**config.mk**
```make
export PLATFORM = sky130hd
export DESIGN_NAME = strobed_pcm_port
export DESIGN_NICKNAME = d
export VERILOG_FILES = /design/src/rtl/strobed_pcm_port.sv
export SDC_FILE = /design/constraint.sdc
export NUM_CORES = 1
export LEC_CHECK = 0
export BUFFER_PORTS_ARGS = -buffer_cell sky130_fd_sc_hd__buf_2
export CORE_MARGIN = 1.5
export CORE_UTILIZATION = 61
export CTS_CLUSTER_SIZE = 30
export DETAILED_ROUTE_END_ITERATION = 12
export PLACE_DENSITY_LB_ADDON = 0.05
export SLEW_MARGIN = 0
export SYNTH_ARGS = -nofsm -noshare
export SYNTH_HDL_FRONTEND = slang
export SYNTH_SLANG_ARGS = --single-unit
```
**constraint.sdc**
```tcl
create_clock -name clk -period 4.7 [get_ports clk]
set_clock_uncertainty 0.05 [all_clocks]
set_input_delay 0.94 -clock clk [delete_from_list [all_inputs] [get_ports clk]]
set_output_delay 0.94 -clock clk [all_outputs]
set_load 0.05 [all_outputs]
```
**src/rtl/strobed_pcm_port.sv**
```systemverilog
module strobed_pcm_port #(
  parameter int SAMPLE_W = 8
) (
  input  logic                clk,
  input  logic                rst_n,
  input  logic                bclk,
  input  logic                stb,
  input  logic                din,
  input  logic                alaw_sel,
  input  logic                async_mode,
  input  logic                mute_tx,
  input  logic                mute_rx,
  input  logic [SAMPLE_W-1:0] tx_byte,
  output logic                dout,
  output logic                dout_oe,
  output logic [SAMPLE_W-1:0] rx_byte,
  output logic                rx_valid
);
  localparam int CNT_W = $clog2(SAMPLE_W + 1);
  localparam logic [CNT_W-1:0] FULL = CNT_W'(SAMPLE_W);

  logic bclk_q, stb_q;
  logic [SAMPLE_W-1:0] tx_shift, tx_dly, rx_shift, rx_dly;
  logic tx_have, rx_have;
  logic [CNT_W-1:0] rx_cnt;

  wire bclk_rise = bclk & ~bclk_q;
  wire bclk_fall = ~bclk & bclk_q;
  wire stb_start = stb & ~stb_q;
  wire stb_end   = ~stb & stb_q;

  wire [SAMPLE_W-1:0] quiet   = alaw_sel ? SAMPLE_W'(8'h55) : SAMPLE_W'(8'h7F);
  wire [SAMPLE_W-1:0] tx_pick = async_mode ? (tx_have ? tx_dly : quiet) : tx_byte;
  wire [SAMPLE_W-1:0] tx_load = mute_tx ? quiet : tx_pick;
  wire [SAMPLE_W-1:0] tx_src  = stb_start ? tx_load : tx_shift;
  wire [CNT_W-1:0]    cnt_base = stb_start ? '0 : rx_cnt;
  wire [SAMPLE_W-1:0] rx_out  = async_mode ? rx_dly : rx_shift;

  assign dout_oe = stb & rst_n;

  always_ff @(posedge clk or negedge rst_n) begin
    if (!rst_n) begin
      bclk_q <= 1'b0;
      stb_q  <= 1'b0;
    end else begin
      bclk_q <= bclk;
      stb_q  <= stb;
    end
  end

  always_ff @(posedge clk or negedge rst_n) begin
    if (!rst_n) begin
      dout     <= 1'b0;
      tx_shift <= '0;
      tx_dly   <= '0;
      tx_have  <= 1'b0;
    end else begin
      if (stb && bclk_rise) begin
        dout     <= tx_src[SAMPLE_W-1];
        tx_shift <= {tx_src[SAMPLE_W-2:0], 1'b0};
      end else if (stb_start) begin
        tx_shift <= tx_load;
      end
      if (stb_start && async_mode) begin
        tx_dly  <= tx_byte;
        tx_have <= 1'b1;
      end
    end
  end

  always_ff @(posedge clk or negedge rst_n) begin
    if (!rst_n) begin
      rx_shift <= '0;
      rx_cnt   <= '0;
      rx_dly   <= '0;
      rx_have  <= 1'b0;
      rx_byte  <= '0;
      rx_valid <= 1'b0;
    end else begin
      rx_valid <= 1'b0;
      if (stb && bclk_fall && cnt_base < FULL) begin
        rx_shift <= {rx_shift[SAMPLE_W-2:0], din};
        rx_cnt   <= cnt_base + 1'b1;
      end else if (stb_start) begin
        rx_cnt <= '0;
      end
      if (stb_end && rx_cnt == FULL) begin
        if (!async_mode || rx_have) begin
          rx_valid <= 1'b1;
          rx_byte  <= mute_rx ? quiet : rx_out;
        end
        if (async_mode) begin
          rx_dly  <= rx_shift;
          rx_have <= 1'b1;
        end
      end
    end
  end


  rx_pulse_single_chk: assert property (@(posedge clk) disable iff (!rst_n)
    rx_valid |=> !rx_valid);


  rx_after_slot_chk: assert property (@(posedge clk) disable iff (!rst_n)
    rx_valid |-> (!stb_q && $past(stb_q)));


  rx_full_slot_chk: assert property (@(posedge clk) disable iff (!rst_n)
    rx_valid |-> ($past(rx_cnt) == FULL));


  tx_mute_load_chk: assert property (@(posedge clk) disable iff (!rst_n)
    (stb_start && mute_tx && !bclk_rise) |=> (tx_shift == $past(quiet)));


  tx_async_first_chk: assert property (@(posedge clk) disable iff (!rst_n)
    (stb_start && async_mode && !tx_have && !bclk_rise) |=> (tx_shift == $past(quiet)));


  oe_in_slot_chk: assert property (@(posedge clk) disable iff (!rst_n)
    dout_oe |-> stb);
endmodule

```
Word-level counts from Yosys, hierarchy flattened
Index checks and enable logic that the tools add are counted.
{"block": "word_totals", "in_bits": 17, "wordCells": 45, "reg_bits": 50, "output_inout_bits": 11}
{"block": "classes", "n_lt_le_gt_ge": 1, "n_mux": 12, "n_eq_ne": 1, "n_bitwise": 9, "n_reduce_logical": 9, "n_addsub": 1}
{"cell": "two-way mux 8 bit", "count": 7}
{"cell": "two-way mux 4 bit", "count": 2}
{"cell": "two-way mux 6 bit", "count": 1}
{"cell": "AND 1 bit", "count": 5}
{"cell": "logical AND 1 bit", "count": 5}
{"cell": "adder 4 x 1 -> 4 bit (second input constant)", "count": 1}
{"cell": "== test 4 bit (second input constant)", "count": 1}
{"cell": "less-than comparator 4 bit (second input constant)", "count": 1}
{"cell": "inverter 1 bit", "count": 4}
{"cell": "AND reduction 2 bit", "count": 2}
{"cell": "two-way mux 1 bit", "count": 2}
{"cell": "logical NOT 1 bit", "count": 1}
{"cell": "logical OR 1 bit", "count": 1}

Depth between registers and ports, before layout
Gate-level depths: netlist of run 1.
{"block": "depth", "ltp_word": 6, "depth_mapped": 6, "mapped_depth_nobuf": 5}

Worst setup path after synthesis of run 1
No wires, ideal clock.
{"block": "synth_timing", "path_kind": "in2out", "from": "input rst_n", "to": "output dout_oe", "slack_ps": 2358, "path_stages": 1, "path_buffers": 0, "required_time_ps": 3710, "arrival_ps": 1352, "path_cell_list": "and2_1"}
{"block": "synth_via", "elab_chain_len": 1}
{"item": "from (decl)", "line_no": "5", "source": "input logic rst_n,"}
{"item": "AND 1 bit", "line_no": "39", "source": "assign dout_oe = stb & rst_n;"}
{"item": "to (decl)", "line_no": "15", "source": "output logic dout_oe,"}
Every way passes these cells.

Final worst setup path of run 1
{"block": "layout_timing", "from": "input stb", "to": "output dout_oe"}
{"block": "layout_via", "elab_chain_len": 1}
{"item": "from (decl)", "line_no": "7", "source": "input logic stb,"}
{"item": "AND 1 bit", "line_no": "39"}
Every way passes these cells.

==> results.cfg, run 1 <==
[critical_path]
worstSetupPathType = in2out
crit_chain = buf_2 -> and2_1 -> buf_2
rr_endpoint = tx_dly[5]$_DFFE_PN0P_
crit_path_frequent_cell = buf_2
cp.depth = 3
cpPeakStageDelay_ns = 0.25
crit_slowest_cell = buf_2
cp_top_family = buffers and inverters
end_kind = primary output
cp_max_fo = 9
critPathLaunchType = input pin
r2r_slack_ns = 2.81
r2r_start = stb_q$_DFF_PN0_
crit_buf_inv = 2
crit_required_ns = 3.71
cp.arrival_ns = 1.49
reg2reg_depth = 3

[grt]
grt_pass1_wl_um = 6830
grt_usage = 0.214
antenna_found_initial = 0
gr-total-overflow = 0
grt_max_degree = 51
grt_pass1_vias = 1395

[synthesis]
yosys-top-cells-count = dfrtp_1 (50), mux2_2 (26), nor2b_1 (10)
synth_cell_types = 39
synthAdderAreaFrac = 0.00537
synth_compound_area_frac = 0.116
synthXorXnorAreaFrac = 0.00751
yosysMostFrequentCell = dfrtp_1
syn_inst = 187
syn_avg_cell_area_um2 = 12.5
ys.flop_type = dfrtp_1
synth_top_family_by_area = multiplexers
synth_area_um2 = 2330
synth.largest_area_cell = dfrtp_1
synth_edf_count = 0
synth-simple-area-share = 0.113
yosysTopAreaCellShare = 0.537
ys_ff_latch = 50
muxShareOfSynthArea = 0.196
synth.top_cells.by_area = dfrtp_1 (54%), mux2_2 (13%), mux2_4 (5.8%), nor2b_1 (2.7%), o21ai_0 (1.9%)
async_reset_ff_frac = 1.00
yosysSeqAreaShare = 0.537
synthesis.nets = 205
yosysWarnings = 0

[clocking]
cts_tree = done
cts.reportedPaths.clkPinSlew_ns = 0.08
cts_hold_buffers = 0
clkLatencyLatePin_ns = 0.29
cts-root-buf = clkbuf_8
cts_buffers = 5
clock_path_buffers = 2
cts_resized = 0
cts_setup_buffers = 0
cts-htree-levels = 2
cts.sinks = 50

[place]
hpwl_um = 2980
port-buffer-count = 27
routabilityCongestion = 0.796

[drt]
vias_per_cell = 5.60
dr_total_vias = 1478
totalWireLength_um = 4090
wl_per_cell_um = 15.5
first_pass_iters = 4
drt_iter0_markers = 94
ant_nets = 0
route.detailed.drc = 0

[sta]
fin_crit_ns = 2.48
worst_pin_slew_ns = 0.926
fin_crit_sh = 0.528
setup_tns_ns = 0
setup_violations = 0
slew_viol_final = 0
max_slew_margin = 0.382
rsz0062_at_grt = false
hold_viol = 0
max_freq_mhz = 403

[min_path]
holdPathEnd = rx_byte[7]$_DFFE_PN0P_
min_from = rx_byte[7]$_DFFE_PN0P_
hp-class = reg2reg
holdPathStages = 1

[floorplanning]
coreArea_um2 = 3660
ios = 28
dieArea_um2 = 4200
dieWidth_um = 64.8
initial_core_util = 0.637
die_h_um = 64.8
placementRows = 22

[layout]
fin_nets = 233
diodes = 0
syn_to_final_growth_pct = 11.0
drive_above_1_share = 0.361
fill_cells = 262

[outcome]
status = complete, no violations

[job]
maxCapViolCount = 0

[power_and_ir_drop]
p_per_area_nw_per_um2 = 360
power_leakage_nw = 1.27
irDropWorstVdd_uv = 299
total_power_w = 0.000931
## kinds of logic after synthesis
logic type / count (synthesis)
flip-flops: 50
adder cells (fa/ha/maj): 1
XOR/XNOR: 2
buffers and inverters: 12
AO/OA/AOI/OAI: 39
AND/OR/NAND/NOR: 45
multiplexers: 38
## metrics by stage
| step | hold slack [ns] | setup WS (ns) | util | cells | cell area, um^2 |
|---|---|---|---|---|---|
| global placement | 0.408 | 2.17 | 0.682 | 256 | 2500 |
| finish | 0.463 | 2.22 | 0.707 | 264 | 2590 |
| CTS | 0.465 | 2.21 | 0.707 | 264 | 2590 |
| global route | 0.485 | 2.17 | 0.707 | 264 | 2590 |
| floorplan | 0.400 | 2.36 | - | 187 | 2330 |
| detailed placement | 0.446 | 2.12 | 0.682 | 256 | 2500 |
## area by class of cell
type	count	area (um^2)	share of cell area
flip-flops and latches	50	1250	0.484
well taps	48	60.1	0.0232
repair buffers	28	143	0.0551
clock buffers	7	86.3	0.0334
inverters	5	18.8	0.00725
multi-input cells	125	1020	0.396
clock inverters	1	5.00	0.00193
## state kept, by name, summed over array words and instances, names as in the netlist
name,cells
rx_byte,8
rx_dly,8
rx_shift,8
tx_dly,8
tx_shift,8
rx_cnt,4
bclk_q,1
dout,1
rx_have,1
rx_valid,1
stb_q,1
tx_have,1
## worst max-delay path by stage
stage                      from                    end  slack, ns
after global routing        stb                dout_oe       2.17
after global placement      stb  tx_dly[3]$_DFFE_PN0P_       2.17
after CTS                   stb                dout_oe       2.21
after detailed placement    stb  tx_dly[1]$_DFFE_PN0P_       2.12
final                       stb                dout_oe       2.22
after floorplan           rst_n                dout_oe       2.36
## placed cells by master (no fill, tap or decap), drive strengths merged, types with 5 or more instances in the layout
master,n
a21oi,7
and2,5
buf,28
clkbuf,7
dfrtp,50
inv,5
mux2,35
nand2,10
nor2,6
nor2b,10
o21ai,11
o22ai,5
## layer usage
metal	vias to the layer above	GRT usage	part of all wire
met1	713	0.328	0.51
met2	32	0.316	0.45
met5	-	0	0
li1	731	-	-
met4	0	0.0638	0.0054
met3	2	0.0313	0.033
## report_power, final
part | internal, W | leakage [nW] | switching, W | total (W)
clock | 0.000119 | 0.0482 | 0.000125 | 0.000243
sequential | 0.000489 | 0.638 | 0.0000432 | 0.000532
combinational | 0.0000805 | 0.582 | 0.0000751 | 0.000156
total | 0.000688 | 1.27 | 0.000243 | 0.000931
Power figures use the tool's default switching activity.
==> run 2, diff against run 1 <==
ABC_AREA = 1   (was not set)
CORE_UTILIZATION = 57   (was 61)
clock period = 2.6 ns   (was 4.7 ns; I/O delays follow)
==> run 2 against run 1 <==
  * Sequential power rose by 69%
  * Largest cell class unchanged
  * Final area decreased by 0.19%
  * Sequential share of layout area grew 0.094 points
  * Critical path type unchanged
==> results.cfg, run 2 <==
[outcome]
status = complete, no violations

[sta]
setup_tns_ns = 0
slew_viol_final = 0
max_slew_margin = 0.587
fin_crit_ns = 1.60
setup_violations = 0
max_freq_mhz = 624
worst_pin_slew_ns = 0.619
fin_crit_sh = 0.616
rsz0062_at_grt = false
hold_viol = 0
fin_ws_ns = 0.997

[layout]
layout_common_cells = nand2_1 (111), dfrtp_1 (50), nand3_1 (30)
fin_util = 0.650
final_common_cell = nand2_1
fin_nets = 336
drive_above_1_share = 0.172
syn_to_final_growth_pct = 10.8
layout.cells.non_filler = 369
final_area_um2 = 2580
diodes = 0

[synthesis]
async_reset_ff_frac = 1.00
syn_avg_cell_area_um2 = 8.03
ys.flop_type = dfrtp_1
synth_edf_count = 0
synth.largest_area_cell = dfrtp_1
synth_cell_types = 22
yosys-top-cells-count = nand2_1 (111), dfrtp_1 (50), nand3_1 (30)
synth.top_cells.by_area = dfrtp_1 (54%), nand2_1 (18%), nand3_1 (6.4%), o21ai_0 (3.4%), inv_1 (3.2%)
yosysTopAreaCellShare = 0.537
yosysMostFrequentCell = nand2_1
yosysSeqAreaShare = 0.537
ys_ff_latch = 50
yosysWarnings = 0
synthesis.nets = 308
synth_area_um2 = 2330
syn_inst = 290

[floorplanning]
placementRows = 23
die_h_um = 66.9
initial_core_util = 0.587
coreArea_um2 = 3970
dieArea_um2 = 4480
ios = 28
dieWidth_um = 66.9

[clocking]
cts_resized = 0
cts.sinks = 50
cts-root-buf = clkbuf_8
cts_hold_buffers = 0
cts-htree-levels = 2
cts.reportedPaths.clkPinSlew_ns = 0.08
cts_setup_buffers = 0
cts_buffers = 5
clock_path_buffers = 2
clkLatencyLatePin_ns = 0.29
cts_tree = done

[critical_path]
end_kind = primary output
rr_endpoint = rx_cnt[2]$_DFF_PN0_
cp_max_fo = 6
critPathLaunchType = input pin
crit_required_ns = 2.03
worstSetupPathType = in2out
reg2reg_depth = 8
r2r_slack_ns = 1.03
r2r_start = stb_q$_DFF_PN0_
cp.arrival_ns = 1.03

[place]
pre_cts_ws_ns = 0.770
hpwl_um = 3100
port-buffer-count = 27
routabilityCongestion = 0.754
place_area_um2 = 2490
dp_cells = 361

[drt]
drt_iter0_markers = 192
wl_per_cell_um = 11.8
first_pass_iters = 4
route.detailed.drc = 0
totalWireLength_um = 4360
dr_total_vias = 1854
ant_nets = 0
vias_per_cell = 5.02

[power_and_ir_drop]
p_per_area_nw_per_um2 = 630
irDropWorstVdd_uv = 516
power_leakage_nw = 1.39

[min_path]
holdPathEnd = bclk_q$_DFF_PN0_
min_from = bclk
holdPathStages = 1
hp-class = in2reg

[grt]
gr-total-overflow = 0
grt_usage = 0.224
grt_pass1_vias = 1619
antenna_found_initial = 0
grt_max_degree = 51
grt_pass1_wl_um = 7520

[job]
maxCapViolCount = 0
## run 2: layout make-up
class	count	area, um^2
Clock buffer	7	86.3
Multi-Input combinational cell	208	937
Sequential cell	50	1250
Tap cell	50	62.6
Inverter	24	90.1
Timing Repair Buffer	29	150
Clock inverter	1	5.00
Fill cell	364	1390
## run 2: cells by family after synthesis
kind of cell / synth area share
adder cells (fa/ha/maj): 0.00537
buffers and inverters: 0.0607
AO/OA/AOI/OAI: 0.0913
flip-flops: 0.537
AND/OR/NAND/NOR: 0.302
XOR/XNOR: 0.00376
## run 2: worst max path at each step
| stage | start | endpoint | slack (ns) |
|---|---|---|---|
| floorplan | rst_n | dout_oe | 1.17 |
| global placement | stb | rx_cnt[2]$_DFF_PN0_ | 0.77 |
| CTS | stb | dout_oe | 0.99 |
| detailed placement | stb | rx_cnt[2]$_DFF_PN0_ | 0.77 |
| finish | stb | dout_oe | 1.0 |
| global route | async_mode | rx_byte[5]$_DFFE_PN0P_ | 0.83 |
## run 2: through the flow
| stage | hold WS (ns) | power (W) |
|---|---|---|
| after floorplan | 0.174 | 0.00111 |
| after global placement | 0.400 | 0.00119 |
| after detailed placement | 0.403 | 0.00119 |
| after CTS | 0.303 | 0.00164 |
| after global routing | 0.309 | 0.00173 |
| final | 0.310 | 0.00163 |
## run 2: critical path: stages
cell     delay [ns]
buf_2          0.14
nand2_1        0.07
inv_1          0.05
buf_2          0.25
## run 2: power by group
group | internal, W | switching (W)
registers | 0.000862 | 0.0000367
clock network | 0.000215 | 0.000237
logic | 0.0000956 | 0.000182
## run 2: layer usage
| metal | vias up | GRT usage | part of all wire |
|---|---|---|---|
| met5 | - | 0 | 0 |
| met4 | 0 | 0.0459 | 0.0062 |
| met3 | 2 | 0.0557 | 0.043 |
| met2 | 41 | 0.319 | 0.42 |
| met1 | 831 | 0.344 | 0.53 |
| li1 | 980 | - | - |
